$ cat src/rtl/posit_dec_pkg.sv
package posit_dec_pkg;

    typedef enum logic [1:0] {
        CLS_ZERO = 2'd0,
        CLS_INF  = 2'd1,
        CLS_REAL = 2'd2
    } posit_cls_e;

endpackage

$ cat src/rtl/posit_classify.sv
module posit_classify
    import posit_dec_pkg::*;
#(
    parameter int N = 8
) (
    input  logic [N-1:0] word_i,
    output posit_cls_e   cls_o,
    output logic [N-2:0] body_o
);
    localparam logic [N-1:0] INF_CODE = {1'b1, {(N-1){1'b0}}};

    logic [N-1:0] mag;

    always_comb begin
        mag = word_i[N-1] ? (~word_i + {{(N-1){1'b0}}, 1'b1}) : word_i;
        body_o = mag[N-2:0];
        if (word_i == '0) begin
            cls_o = CLS_ZERO;
        end else if (word_i == INF_CODE) begin
            cls_o = CLS_INF;
        end else begin
            cls_o = CLS_REAL;
        end
    end

endmodule

$ cat src/rtl/posit_lead_run.sv
module posit_lead_run #(
    parameter int W = 7,
    localparam int RUN_W = $clog2(W + 1)
) (
    input  logic [W-1:0]     bits_i,
    output logic             lead_o,
    output logic [RUN_W-1:0] run_o
);
    always_comb begin
        logic alive;
        lead_o = bits_i[W-1];
        run_o  = '0;
        alive  = 1'b1;
        for (int i = W - 1; i >= 0; i--) begin
            if (alive && (bits_i[i] == lead_o)) begin
                run_o = run_o + RUN_W'(1);
            end else begin
                alive = 1'b0;
            end
        end
    end

endmodule

$ cat src/rtl/posit_field_extract.sv
module posit_field_extract #(
    parameter int N = 8,
    parameter int ES = 1,
    localparam int RUN_W   = $clog2(N),
    localparam int REST_W  = N - 3,
    localparam int FRAC_W  = N - 3 - ES,
    localparam int SCALE_W = $clog2(((N - 1) << ES) + 1) + 1
) (
    input  logic [REST_W-1:0]         rest_i,
    input  logic                      lead_i,
    input  logic [RUN_W-1:0]          run_i,
    output logic signed [SCALE_W-1:0] scale_o,
    output logic [FRAC_W:0]           frac_o
);
    logic [REST_W-1:0]         aligned;
    logic [RUN_W-1:0]          shamt;
    logic signed [SCALE_W-1:0] regime;
    logic signed [SCALE_W-1:0] run_s;
    logic signed [SCALE_W-1:0] exp_s;

    always_comb begin
        // The top two body bits always belong to the run or its end bit.
        if (run_i == RUN_W'(N - 1)) begin
            shamt = RUN_W'(N - 3);
        end else begin
            shamt = run_i - RUN_W'(1);
        end
        aligned = rest_i << shamt;

        run_s  = $signed({{(SCALE_W - RUN_W){1'b0}}, run_i});
        regime = lead_i ? (run_s - SCALE_W'(1)) : -run_s;
        exp_s  = $signed({{(SCALE_W - ES){1'b0}}, aligned[REST_W-1 -: ES]});

        scale_o = (regime <<< ES) + exp_s;
        frac_o  = {1'b1, aligned[FRAC_W-1:0]};
    end

endmodule

$ cat src/rtl/posit_word_decoder.sv
module posit_word_decoder
    import posit_dec_pkg::*;
#(
    parameter int N = 8,
    parameter int ES = 1,
    localparam int FRAC_W  = N - 3 - ES,
    localparam int SCALE_W = $clog2(((N - 1) << ES) + 1) + 1
) (
    input  logic                      clk_i,
    input  logic                      rst_ni,
    input  logic                      valid_i,
    input  logic [N-1:0]              word_i,
    output logic                      valid_o,
    output logic                      sign_o,
    output logic                      zero_o,
    output logic                      inf_o,
    output logic signed [SCALE_W-1:0] scale_o,
    output logic [FRAC_W:0]           frac_o
);
    localparam int RUN_W = $clog2(N);
    localparam logic [N-1:0] INF_CODE = {1'b1, {(N-1){1'b0}}};

    initial begin
        if (FRAC_W < 1) $error("posit_word_decoder needs ES < N-3");
    end

    posit_cls_e                cls_d, cls_q;
    logic [N-2:0]              body;
    logic                      lead;
    logic [RUN_W-1:0]          run;
    logic signed [SCALE_W-1:0] scale_d, scale_q;
    logic [FRAC_W:0]           frac_d, frac_q;
    logic                      sign_q;

    posit_classify #(.N(N)) classify_i (
        .word_i (word_i),
        .cls_o  (cls_d),
        .body_o (body)
    );

    posit_lead_run #(.W(N - 1)) lead_run_i (
        .bits_i (body),
        .lead_o (lead),
        .run_o  (run)
    );

    posit_field_extract #(.N(N), .ES(ES)) extract_i (
        .rest_i  (body[N-4:0]),
        .lead_i  (lead),
        .run_i   (run),
        .scale_o (scale_d),
        .frac_o  (frac_d)
    );

    // State register: class of the last accepted word and its fields.
    always_ff @(posedge clk_i or negedge rst_ni) begin
        if (!rst_ni) begin
            cls_q   <= CLS_ZERO;
            sign_q  <= 1'b0;
            scale_q <= '0;
            frac_q  <= '0;
            valid_o <= 1'b0;
        end else begin
            valid_o <= valid_i;
            if (valid_i) begin
                cls_q   <= cls_d;
                sign_q  <= word_i[N-1];
                scale_q <= scale_d;
                frac_q  <= frac_d;
            end
        end
    end

    // Output decode by class.
    always_comb begin
        sign_o  = sign_q;
        zero_o  = 1'b0;
        inf_o   = 1'b0;
        scale_o = '0;
        frac_o  = '0;
        unique case (cls_q)
            CLS_ZERO: zero_o = 1'b1;
            CLS_INF:  inf_o  = 1'b1;
            CLS_REAL: begin
                scale_o = scale_q;
                frac_o  = frac_q;
            end
            default: ;
        endcase
    end

    assert_zero_code_R1: assert property (@(posedge clk_i) disable iff (!rst_ni)
        (valid_i && word_i == '0) |=> (zero_o && !inf_o && !sign_o && scale_o == '0));

    assert_inf_code_R2: assert property (@(posedge clk_i) disable iff (!rst_ni)
        (valid_i && word_i == INF_CODE) |=> (inf_o && !zero_o && sign_o && frac_o == '0));

    assert_sign_follows_R3: assert property (@(posedge clk_i) disable iff (!rst_ni)
        valid_i |=> (sign_o == $past(word_i[N-1])));

    assert_hidden_bit_R8: assert property (@(posedge clk_i) disable iff (!rst_ni)
        (valid_i && word_i != '0 && word_i != INF_CODE) |=> frac_o[FRAC_W]);

    assert_valid_latency_R9: assert property (@(posedge clk_i) disable iff (!rst_ni)
        valid_i |=> valid_o);

    assert_valid_drop_R9: assert property (@(posedge clk_i) disable iff (!rst_ni)
        !valid_i |=> !valid_o);

    assert_hold_fields_R10: assert property (@(posedge clk_i) disable iff (!rst_ni)
        !valid_i |=> ($stable(scale_o) && $stable(frac_o) && $stable(sign_o)
                      && $stable(zero_o) && $stable(inf_o)));

endmodule

$ cat config.mk
export PLATFORM = sky130hd
export DESIGN_NAME = posit_word_decoder
export DESIGN_NICKNAME = d
export VERILOG_FILES = /design/src/rtl/posit_dec_pkg.sv /design/src/rtl/posit_classify.sv /design/src/rtl/posit_lead_run.sv /design/src/rtl/posit_field_extract.sv /design/src/rtl/posit_word_decoder.sv
export SDC_FILE = /design/constraint.sdc
export NUM_CORES = 1
export LEC_CHECK = 0
export CORE_AREA = 2 2 79 81
export DETAILED_ROUTE_END_ITERATION = 12
export DIE_AREA = 0 0 81 83
export GPL_ROUTABILITY_DRIVEN = 1
export GPL_TIMING_DRIVEN = 0
export PLACE_DENSITY = 0.38
export SLEW_MARGIN = 10
export SYNTH_ARGS = -nofsm -noshare
export SYNTH_HDL_FRONTEND = slang
export SYNTH_SLANG_ARGS = --single-unit
$ cat constraint.sdc
create_clock -name clk_i -period 1.6 [get_ports clk_i]
set_clock_uncertainty 0.2 [all_clocks]
set_input_delay 0.16 -clock clk_i [delete_from_list [all_inputs] [get_ports clk_i]]
set_output_delay 0.16 -clock clk_i [all_outputs]
set_load 0.01 [all_outputs]
# Yosys cells after proc, flatten, opt, wreduce, memory -nomap -nowiden
# Index checks and enable logic that the tools add are counted.
# word_totals
register_bits	14
inputBits	11
output_inout_bits	14
wordCells	54
# classes
n_addsub	10
n_eq_ne	10
shift	1
n_mux	20
bitwise_logic	1
reduce_logical	7
# ops
operator	n
$mux W3	6
$add A3 B1 Y3 const B	5
$mux W5	2
$eq A8 B8 Y1 const B	1
$logic_not A8 Y1	1
$add A7 B1 Y7 const B	1
$mux W1	7
$mux W7	1
$not A7 Y7	1
$eq A1 B1 Y1	6
$mux W2	3
$add A5 B2 Y5	1
$logic_and A1 B1 Y1	5
$shl A5 B3 Y5	1
$mux W4	1
$neg A3 Y4	1
$sub A3 B1 Y4 const B	1
$eq A3 B3 Y1 const B	1
$sub A3 B1 Y3 const B	1
$eq A2 B1 Y1 const B	1
$eq A2 B2 Y1 const B	1
$logic_not A2 Y1	1

# Depth between registers and ports, before layout
# Gate-level depths: netlist (run 1).
# logic_depth
word_depth	19
mapped_depth	18
ltp_nobuf	16

# Modules after synthesis
# Synthesis (run 1) repeated with hierarchy kept, for this count alone.
# unflattened
hier_cells	121
area_unflattened_um2	1219.9
# modules_own_cells
module	n_inst	cells_per_inst	area_per_inst_um2	seq_area_each_um2
posit_word_decoder	1	42	650.6	350.3
posit_field_extract	1	41	311.5	0.0
posit_classify	1	21	147.6	0.0
posit_lead_run	1	17	110.1	0.0

# Least setup slack after synthesis (run 1)
# OpenSTA, ideal clock, no wires.
# synth_timing
path_type	input to register
from	input word_i[0]
to	register frac_q[3]
setup_time_ns	0.130
arrival_ns	3.165
t_required_ns	1.270
setup_slack_ns	-1.894
path_stages	17
n_path_buf	2
path_cell_list	clkbuf_1 -> inv_1 -> ha_1 -> or3b_1 -> o311a_4 -> or2_1 -> buf_6 -> a21oi_1 -> nor2_1 -> nor2_1 -> o22a_1 -> ha_1 -> nor2_1 -> o2bb2ai_1 -> a221o_2 -> a21oi_2 -> o211ai_2
# synth_between
elab_chain_cells	18
elab_cells_between_ends	34
classes_between	add/sub: 7; eq/ne: 7; shift: 1; mux: 13; bitwise: 1; reduce/logical: 5
# synth_rtl
element	line_no	rtl
start, declared	posit_word_decoder.sv:12	input logic [N-1:0] word_i,
$not A7 Y7	posit_classify.sv:15	mag = word_i[N-1] ? (~word_i + {{(N-1){1'b0}}, 1'b1}) : word_i;
$add A7 B1 Y7	posit_classify.sv:15	
$mux W7 *	posit_classify.sv:15	
$eq A1 B1 Y1	posit_lead_run.sv:15	if (alive && (bits_i[i] == lead_o)) begin
$mux W2 / $mux W1 (equally long branches)	posit_lead_run.sv:15	
$add A3 B1 Y3 / $logic_and A1 B1 Y1 (equally long branches)	posit_lead_run.sv:16, posit_lead_run.sv:15	
$mux W3 / $mux W1 (equally long branches)	posit_lead_run.sv:15	
$add A3 B1 Y3 / $logic_and A1 B1 Y1 (equally long branches)	posit_lead_run.sv:16, posit_lead_run.sv:15	
[... 2 more ...]	-	
$mux W3 / $mux W1 (equally long branches)	posit_lead_run.sv:15	
$add A3 B1 Y3 / $logic_and A1 B1 Y1 (equally long branches)	posit_lead_run.sv:16, posit_lead_run.sv:15	
$mux W3 / $mux W1 (equally long branches)	posit_lead_run.sv:15	
$add A3 B1 Y3 / $logic_and A1 B1 Y1 (equally long branches)	posit_lead_run.sv:16, posit_lead_run.sv:15	
$mux W3	posit_lead_run.sv:15	
$sub A3 B1 Y3 / $eq A3 B3 Y1 (equally long branches)	posit_field_extract.sv:26, posit_field_extract.sv:23	
$mux W3	posit_field_extract.sv:23	if (run_i == RUN_W'(N - 1)) begin
$shl A5 B3 Y5 *	posit_field_extract.sv:28	aligned = rest_i << shamt;
end signal, assigned	posit_word_decoder.sv:69	frac_q <= frac_d;
end, declared	posit_word_decoder.sv:32	logic [FRAC_W:0] frac_d, frac_q;
# Every way passes the cells marked *; elsewhere a longest branch is shown, timed or not.
# A chain may end at the register's enable or synchronous reset.

# Worst setup path in the final report (run 1)
# Ends and elaborated chain as after synthesis.

==> out/qor.yml, run 1 <==
power_and_ir_drop:
  irDropWorstVdd_v: 0.000374
  leakagePower_uw: 0.000975
  p_int_uw: 1120
  combPwrFrac: 0.542
  pwr-share-clk: 0.202
  power_uw: 1710
  switchingPower_uw: 586
  p_per_area_nw_per_um2: 736
  seqPwrFrac: 0.256
  swShare: 0.343
floorplan:
  die_h_um: 83
  dieArea_um2: 6720
  coreArea_um2: 5820
  die_w_um: 81
  rows: 28
  start_util: 0.234
  ios: 25
timing:
  final_max_slew_viol_count: 0
  setup_viol: 18
  hold_ws_ns: 0.129
  maxSlewHeadroom: 0.523
  hold_viol_final: 0
  setup_ws_ns: -1.56
  max_slew.worst_pin.slew_ns: 0.713
  clock.fmax_ghz: 0.317
  rsz0062_at_grt: "yes"
  period_share: 1.97
  layout_min_cycle_time_ns: 3.16
  fin_tns_setup_ns: -11.06
place:
  gp_congestion: 0.826
  dp_hpwl_um: 2930
  dp.cells: 257
  dpl_cell_area_um2: 1730
  port_buffers: 22
global_routing:
  grt_pass1_wl_um: 7340
  grt_max_degree: 15
  antenna_found_initial: 0
  gr-total-overflow: 0
  grt_usage: 0.137
  grt_pass1_vias: 1476
worst_setup_path:
  crit_required_ns: 1.52
  crit_path_start: "word_i[0]"
  crit_top_cell: "nor2_2"
  crit_path_start_kind: "input pin"
  critPathMaxStageDelay_ns: 0.41
  critPathArrivalTime_ns: 3.08
  reg2reg_from: "scale_q[0]"
  crit_chain: "clkbuf_16 -> clkinv_8 -> ha_4 -> or3b_4 -> o311a_4 -> or2_4 -> a21oi_4 -> nor2_2 -> nor2_2 -> o22a_1 -> ha_4 -> nor2_2 -> o2bb2ai_1 -> a221o_2 -> a21oi_2 -> o211ai_2"
  cpMaxStageDelayCell: "a221o_2"
  endpoint_kind: "flip-flop"
  crit_type: "input pin to flip-flop"
  crit_fanout: 4
route:
  post_drt_via_cell_ratio: 4.88
  num_vias: 1435
  drtAntennaViolNets: 0
  drc: 0
  finalWirelength_um: 4530
  dr.first_iter.drc_count: 36
  wl_per_cell_um: 15.4
  dr.pass1.iters: 4
synthesis:
  yosysMostFrequentCell: "nor2_1"
  synth_area_per_cell_um2: 8.51
  ys_seq_area_frac: 0.257
  synthTopCellsByArea: "dfrtp_1 26%, and2_1 5.1%, nor2_1 5.0%"
  synth_edf_count: 0
  synth_commonest_cells: "18 x nor2_1, 14 x dfrtp_1, 12 x a21oi_1"
  yosys.area.top_type: "dfrtp_1"
  synthFlopType: "dfrtp_1"
  synth_cells: 160
  syn_area_um2: 1360
  yosysWarnings: 0
  yosysTopAreaCellShare: 0.257
  syn-num-nets: 175
  async_reset_ff_frac: 1.00
  yosysUniqueCellTypes: 56
  ys_ff_latch: 14
clock_network:
  htree_num_levels: 1
  cts.sinks: 14
  clkSlewWorstSetupHoldPaths_ns: 0.06
  cts_buffers: 3
  worstSkewPairLatency_ns: 0.24
  cts_tree: "built"
  clock-root-buffer: "clkbuf_8"
  cts.path.max_buffers: 2
  cts_hold_buffers: 0
cells_and_area:
  fin_nets: 235
  fin_area_um2: 2320
  antenna_cells: 0
  area_growth_pct: 70.6
  drive_gt1_frac: 0.566
  stdcell_count: 294
job:
  maxCapViolCount: 0
outcome:
  violations: "negative setup slack"
  outcome: "finished with violations"
min_path:
  hp-class: "input pin to async pin"
layer usage:
layer,vias up,track usage,wire [um]
li1,692,-,-
met3,4,0.0250,109
met5,-,0,0
met2,25,0.235,2270
met4,0,0.0231,59
met1,714,0.179,2090
area by class of cell:
type	count	area (um2)
fill	620	3490
multi-input combinational	130	1200
timing repair buffer	55	514
sequential	14	352
tap	75	93.8
buffer	5	57.6
clock buffer	4	55.1
inverter	11	53.8
cell families after synthesis:
group / share of synthesized area
buffers and inverters: 0.0588
adder cells (fa/ha/maj): 0.0368
AO/OA/AOI/OAI: 0.285
flip-flops: 0.257
AND/OR/NAND/NOR: 0.281
multiplexers: 0.0487
XOR/XNOR: 0.0322
power groups by stage:
stage	combinational, uW	sequential, uW	clock (uW)
5_1_grt	1000	449	376
4_1_cts	786	436	350
3_3_place_gp	667	440	0
6_report	927	438	345
2_1_floorplan	436	435	0
3_5_place_dp	672	440	0
final timing paths:
kind,to,slack [ns],depth (start not counted)
max,frac_q[3],-1.56,16
min,frac_q[4],0.13,1
max reg2reg,scale_q[0],0.45,3
min reg2reg,frac_q[4],0.27,1
max in group asynchronous,cls_q[0],0.60,1
min in group clk_i,cls_q[0],0.16,2
critical path: cells and delay by family:
kind / cells / cell delay, ns
AO/OA/AOI/OAI: 7 / 1.51
adder cells (fa/ha/maj): 2 / 0.32
AND/OR/NAND/NOR: 5 / 0.92
buffers and inverters: 2 / 0.17
cells in the final DEF, fill, tap and decap left out, types with 2 or more instances in the layout:
cell             count
buf_6               24
buf_4               20
nor2_1              14
dfrtp_1             13
and2_4               9
inv_1                8
a21oi_1              7
nand2_1              6
a21oi_2              6
clkdlybuf4s50_1      5
nand2b_1             4
nor2b_1              4
o21ai_0              4
nor2_2               4
clkbuf_8             4
clkbuf_2             3
buf_2                3
o22ai_1              3
ha_4                 3
dlygate4sd2_1        3
nor2b_4              2
xnor2_2              2
inv_2                2
nor2_4               2
nand2_2              2
o21a_1               2
or2_2                2
nand3_1              2
nand3_2              2
o31ai_4              2
a21boi_2             2
nand3b_1             2
mux2_2               2
o211ai_2             2
repair_timing:
item / CTS / global route
setup buffers: 28 / 7
setup endpoints to repair: 24 / 23
pin swaps: 23 / 20
resized for setup: 105 / 38
cloned: 1 / 0
endpoints found under the hold margin: 0 / 0
through the flow:
| step | utilization | setup WS [ns] |
|---|---|---|
| 6_report | 0.399 | -1.56 |
| 5_1_grt | 0.399 | -1.68 |
| 4_1_cts | 0.369 | -1.54 |
| 2_1_floorplan | - | -1.76 |
| 3_3_place_gp | 0.297 | -2.57 |
| 3_5_place_dp | 0.297 | -2.55 |
flip-flops by register name (all words and copies together) (netlist names):
name / flops
frac_q: 5
valid_o: 1
scale_q: 5
cls_q: 2
sign_o: 1
Note: power is estimated with default switching activity, not from simulation.
==> run 2: changes to the inputs <==
Settings changed: PLACE_DENSITY 0.38 to 0.39.
Clock period 1.6 ns to 2.6 ns, I/O delays scaled along.
==> run 2 against run 1 <==
Compared with the run above: the run still ends with negative setup slack left; first-iteration DRC count up 22%; routed wire length down 14%; total power down 42%; worst setup slack better by 0.89 ns; sequential share of layout area up 1.3 points; critical path depth unchanged; critical path type unchanged; critical endpoint unchanged; highest routed layer unchanged.
==> out/qor.yml, run 2 (same netlist as run 1, synthesis figures left out) <==
power_and_ir_drop:
  p_int_uw: 658  # -41%
  leakagePower_uw: 0.000825  # -15%
  combPwrFrac: 0.519  # -0.023
  swShare: 0.341  # -0.00216
  irDropWorstVdd_v: 0.000163  # -56%
  p_per_area_nw_per_um2: 470  # -36%
  pwr-share-clk: 0.213  # +0.011
  switchingPower_uw: 340  # -42%
  seqPwrFrac: 0.269  # +0.013
global_routing:
  grt_pass1_wl_um: 6620  # -9.9%
  antenna_found_initial: 0  # unchanged
  grt_max_degree: 15  # unchanged
  grt_pass1_vias: 1360  # -7.9%
  grt_usage: 0.124  # -0.0133
  gr-total-overflow: 0  # unchanged
cells_and_area:
  layout_commonest_cell: "clkdlybuf4s50_1"
  drive_gt1_frac: 0.392  # -0.174
  layout_common_cells: "19 x clkdlybuf4s50_1, 17 x buf_4, 14 x nor2_1, 14 x dfrtp_1, 11 x and2_1"
  fin_area_um2: 2120  # -8.5%
  stdcell_count: 279  # -5.1%
  final_core_util: 0.365  # -0.0340
  area_growth_pct: 56.1
  fin_nets: 220  # -6.4%
  antenna_cells: 0  # unchanged
  n_fill_cell: 611  # -1.5%
  reg_top3: "frac_q x5, scale_q x5, cls_q x2"
timing:
  max_slew.worst_pin.slew_ns: 0.660  # -0.0530 ns
  hold_viol_final: 0  # unchanged
  maxSlewHeadroom: 0.559  # +0.0356
  final_max_slew_viol_count: 0  # unchanged
  setup_viol: 7  # -11
  period_share: 1.26
  layout_min_cycle_time_ns: 3.27
  clock.fmax_ghz: 0.306
  rsz0062_at_grt: "yes"
  setup_ws_ns: -0.666  # +0.892 ns
worst_setup_path:
  crit_required_ns: 2.52  # +1.00 ns
  critPathMaxStageDelay_ns: 0.41  # about the same
  reg2regPathDepth: 3  # unchanged
  crit_fanout: 5  # +1
  reg2reg_from: "scale_q[0]"
  cpMaxStageDelayCell: "a221o_2"
  crit_chain: "clkbuf_16 -> clkinv_8 -> ha_4 -> or3b_4 -> o311a_4 -> or2_4 -> a21oi_4 -> nor2_2 -> nor2_2 -> o22a_1 -> ha_4 -> nor2_4 -> o2bb2ai_2 -> a221o_2 -> a21oi_2 -> o211ai_2"
  r2r_end: "scale_q[0]"
  crit_path_start_kind: "input pin"
  crit_type: "input pin to flip-flop"
  endpoint_kind: "flip-flop"
  reg2reg_slack_ns: 1.43  # +0.98 ns
  crit_family: "compound AO/OA/AOI/OAI gates"
  critPathArrivalTime_ns: 3.19  # +0.11 ns
  timing.critical_path.buf_inv: 2  # unchanged
job:
  maxCapViolCount: 0  # unchanged
route:
  dr.first_iter.drc_count: 44  # +22%
  num_vias: 1315  # -8.4%
  drtAntennaViolNets: 0  # unchanged
  drc: 0  # unchanged
  dr.pass1.iters: 4  # unchanged
  finalWirelength_um: 3890  # -14%
  post_drt_via_cell_ratio: 4.71  # -3.4%
  wl_per_cell_um: 13.9  # -9.5%
clock_network:
  cts_hold_buffers: 0  # unchanged
  cts.path.max_buffers: 2  # unchanged
  clock-root-buffer: "clkbuf_8"
  cts.sinks: 14  # unchanged
  htree_num_levels: 1  # unchanged
  clkSlewWorstSetupHoldPaths_ns: 0.06  # about the same
  cts_buffers: 3  # unchanged
  worstSkewPairLatency_ns: 0.24  # about the same
  cts_tree: "built"
place:
  dpl_cell_area_um2: 1730  # unchanged
  gp_congestion: 0.811  # -1.8%
  dp.cells: 257  # unchanged
  port_buffers: 22  # unchanged
  dp_hpwl_um: 2860  # -2.3%
floorplan:
  dieArea_um2: 6720  # unchanged
  start_util: 0.234  # unchanged
  die_w_um: 81  # unchanged
  die_h_um: 83  # unchanged
  coreArea_um2: 5820  # unchanged
  ios: 25  # unchanged
  rows: 28  # unchanged
outcome:
  violations: "negative setup slack"
  outcome: "finished with violations"
min_path:
  hp-class: "input pin to async pin"
-- run 2: cell count changes in the layout (fill, tap and decap cells not counted), moves of 2 or more --
| cell | before | now |
|---|---|---|
| a21oi_2 | 6 | 4 |
| buf_2 | 3 | 1 |
| dlygate4sd2_1 | 3 | 1 |
| buf_4 | 20 | 17 |
| buf_6 | 24 | 4 |
| nor2b_4 | 2 | 0 |
| o31ai_4 | 2 | 0 |
| clkdlybuf4s50_1 | 5 | 19 |
| a21oi_1 | 7 | 9 |
| clkbuf_2 | 3 | 0 |
| and2_4 | 9 | 0 |
| o31ai_1 | 0 | 2 |
| and2_1 | 1 | 11 |
-- run 2: worst max-delay path by stage --
stage	startpoint	endpoint	slack, ns	depth (start not counted)
6_report	word_i[0]	frac_q[3]	-0.67	16
5_1_grt	word_i[0]	frac_q[3]	-0.83	17
4_1_cts	word_i[0]	frac_q[3]	-0.64	18
3_5_place_dp	word_i[1]	frac_q[0]	-1.57	15
3_3_place_gp	word_i[1]	frac_q[0]	-1.60	15
2_1_floorplan	word_i[0]	frac_q[3]	-0.86	17
-- run 2: worst register-to-register path: stages, from the launching register on --
cell,delay (ns)
dfrtp_1,0.39
nor2b_1,0.14
a41oi_1,0.21
o211ai_2,0.11
-- run 2: layout make-up --
class	instances	area [um2]	share of cell area
flip-flops and latches	14	350	0.165
multi-input cells	129	1140	0.539
well taps	75	93.8	0.0442
plain buffers	5	51.3	0.0241
repair buffers	41	373	0.176
inverters	11	56.3	0.0265
clock buffers	4	55.1	0.0259
-- run 2: power groups by stage --
stage / combinational, uW / sequential [uW] / clock (uW)
global placement: 409 / 270 / 0
global route: 568 / 272 / 231
finish: 518 / 268 / 212
detailed placement: 410 / 272 / 0
CTS: 477 / 269 / 219
floorplan: 268 / 268 / 0
-- run 2: timing repair --
item | CTS | global route
setup buffers | 15 | 4
endpoints found under the hold margin | 0 | 0
setup endpoints to repair | 8 | 7
gates resized for setup | 34 | 22
pin swaps | 13 | 13
-- run 2: stage by stage --
step / hold WS, ns / worst slack [ns] / TNS [ns] / power [uW]
floorplan: -0.236 / -0.862 / -4.68 / 536
global placement: 0.245 / -1.60 / -10.36 / 679
detailed placement: 0.254 / -1.57 / -10.22 / 682
CTS: 0.213 / -0.640 / -3.57 / 965
global route: 0.290 / -0.827 / -4.94 / 1070
finish: 0.220 / -0.666 / -3.78 / 998
-- run 2: metal layers --
layer,track usage,share of wire,routed length [um],up-vias
met3,0.0130,0.022,85,4
met2,0.211,0.51,1970,19
met5,0,0,0,-
li1,-,-,-,663
met4,0.0370,0.013,51,0
met1,0.161,0.46,1780,629
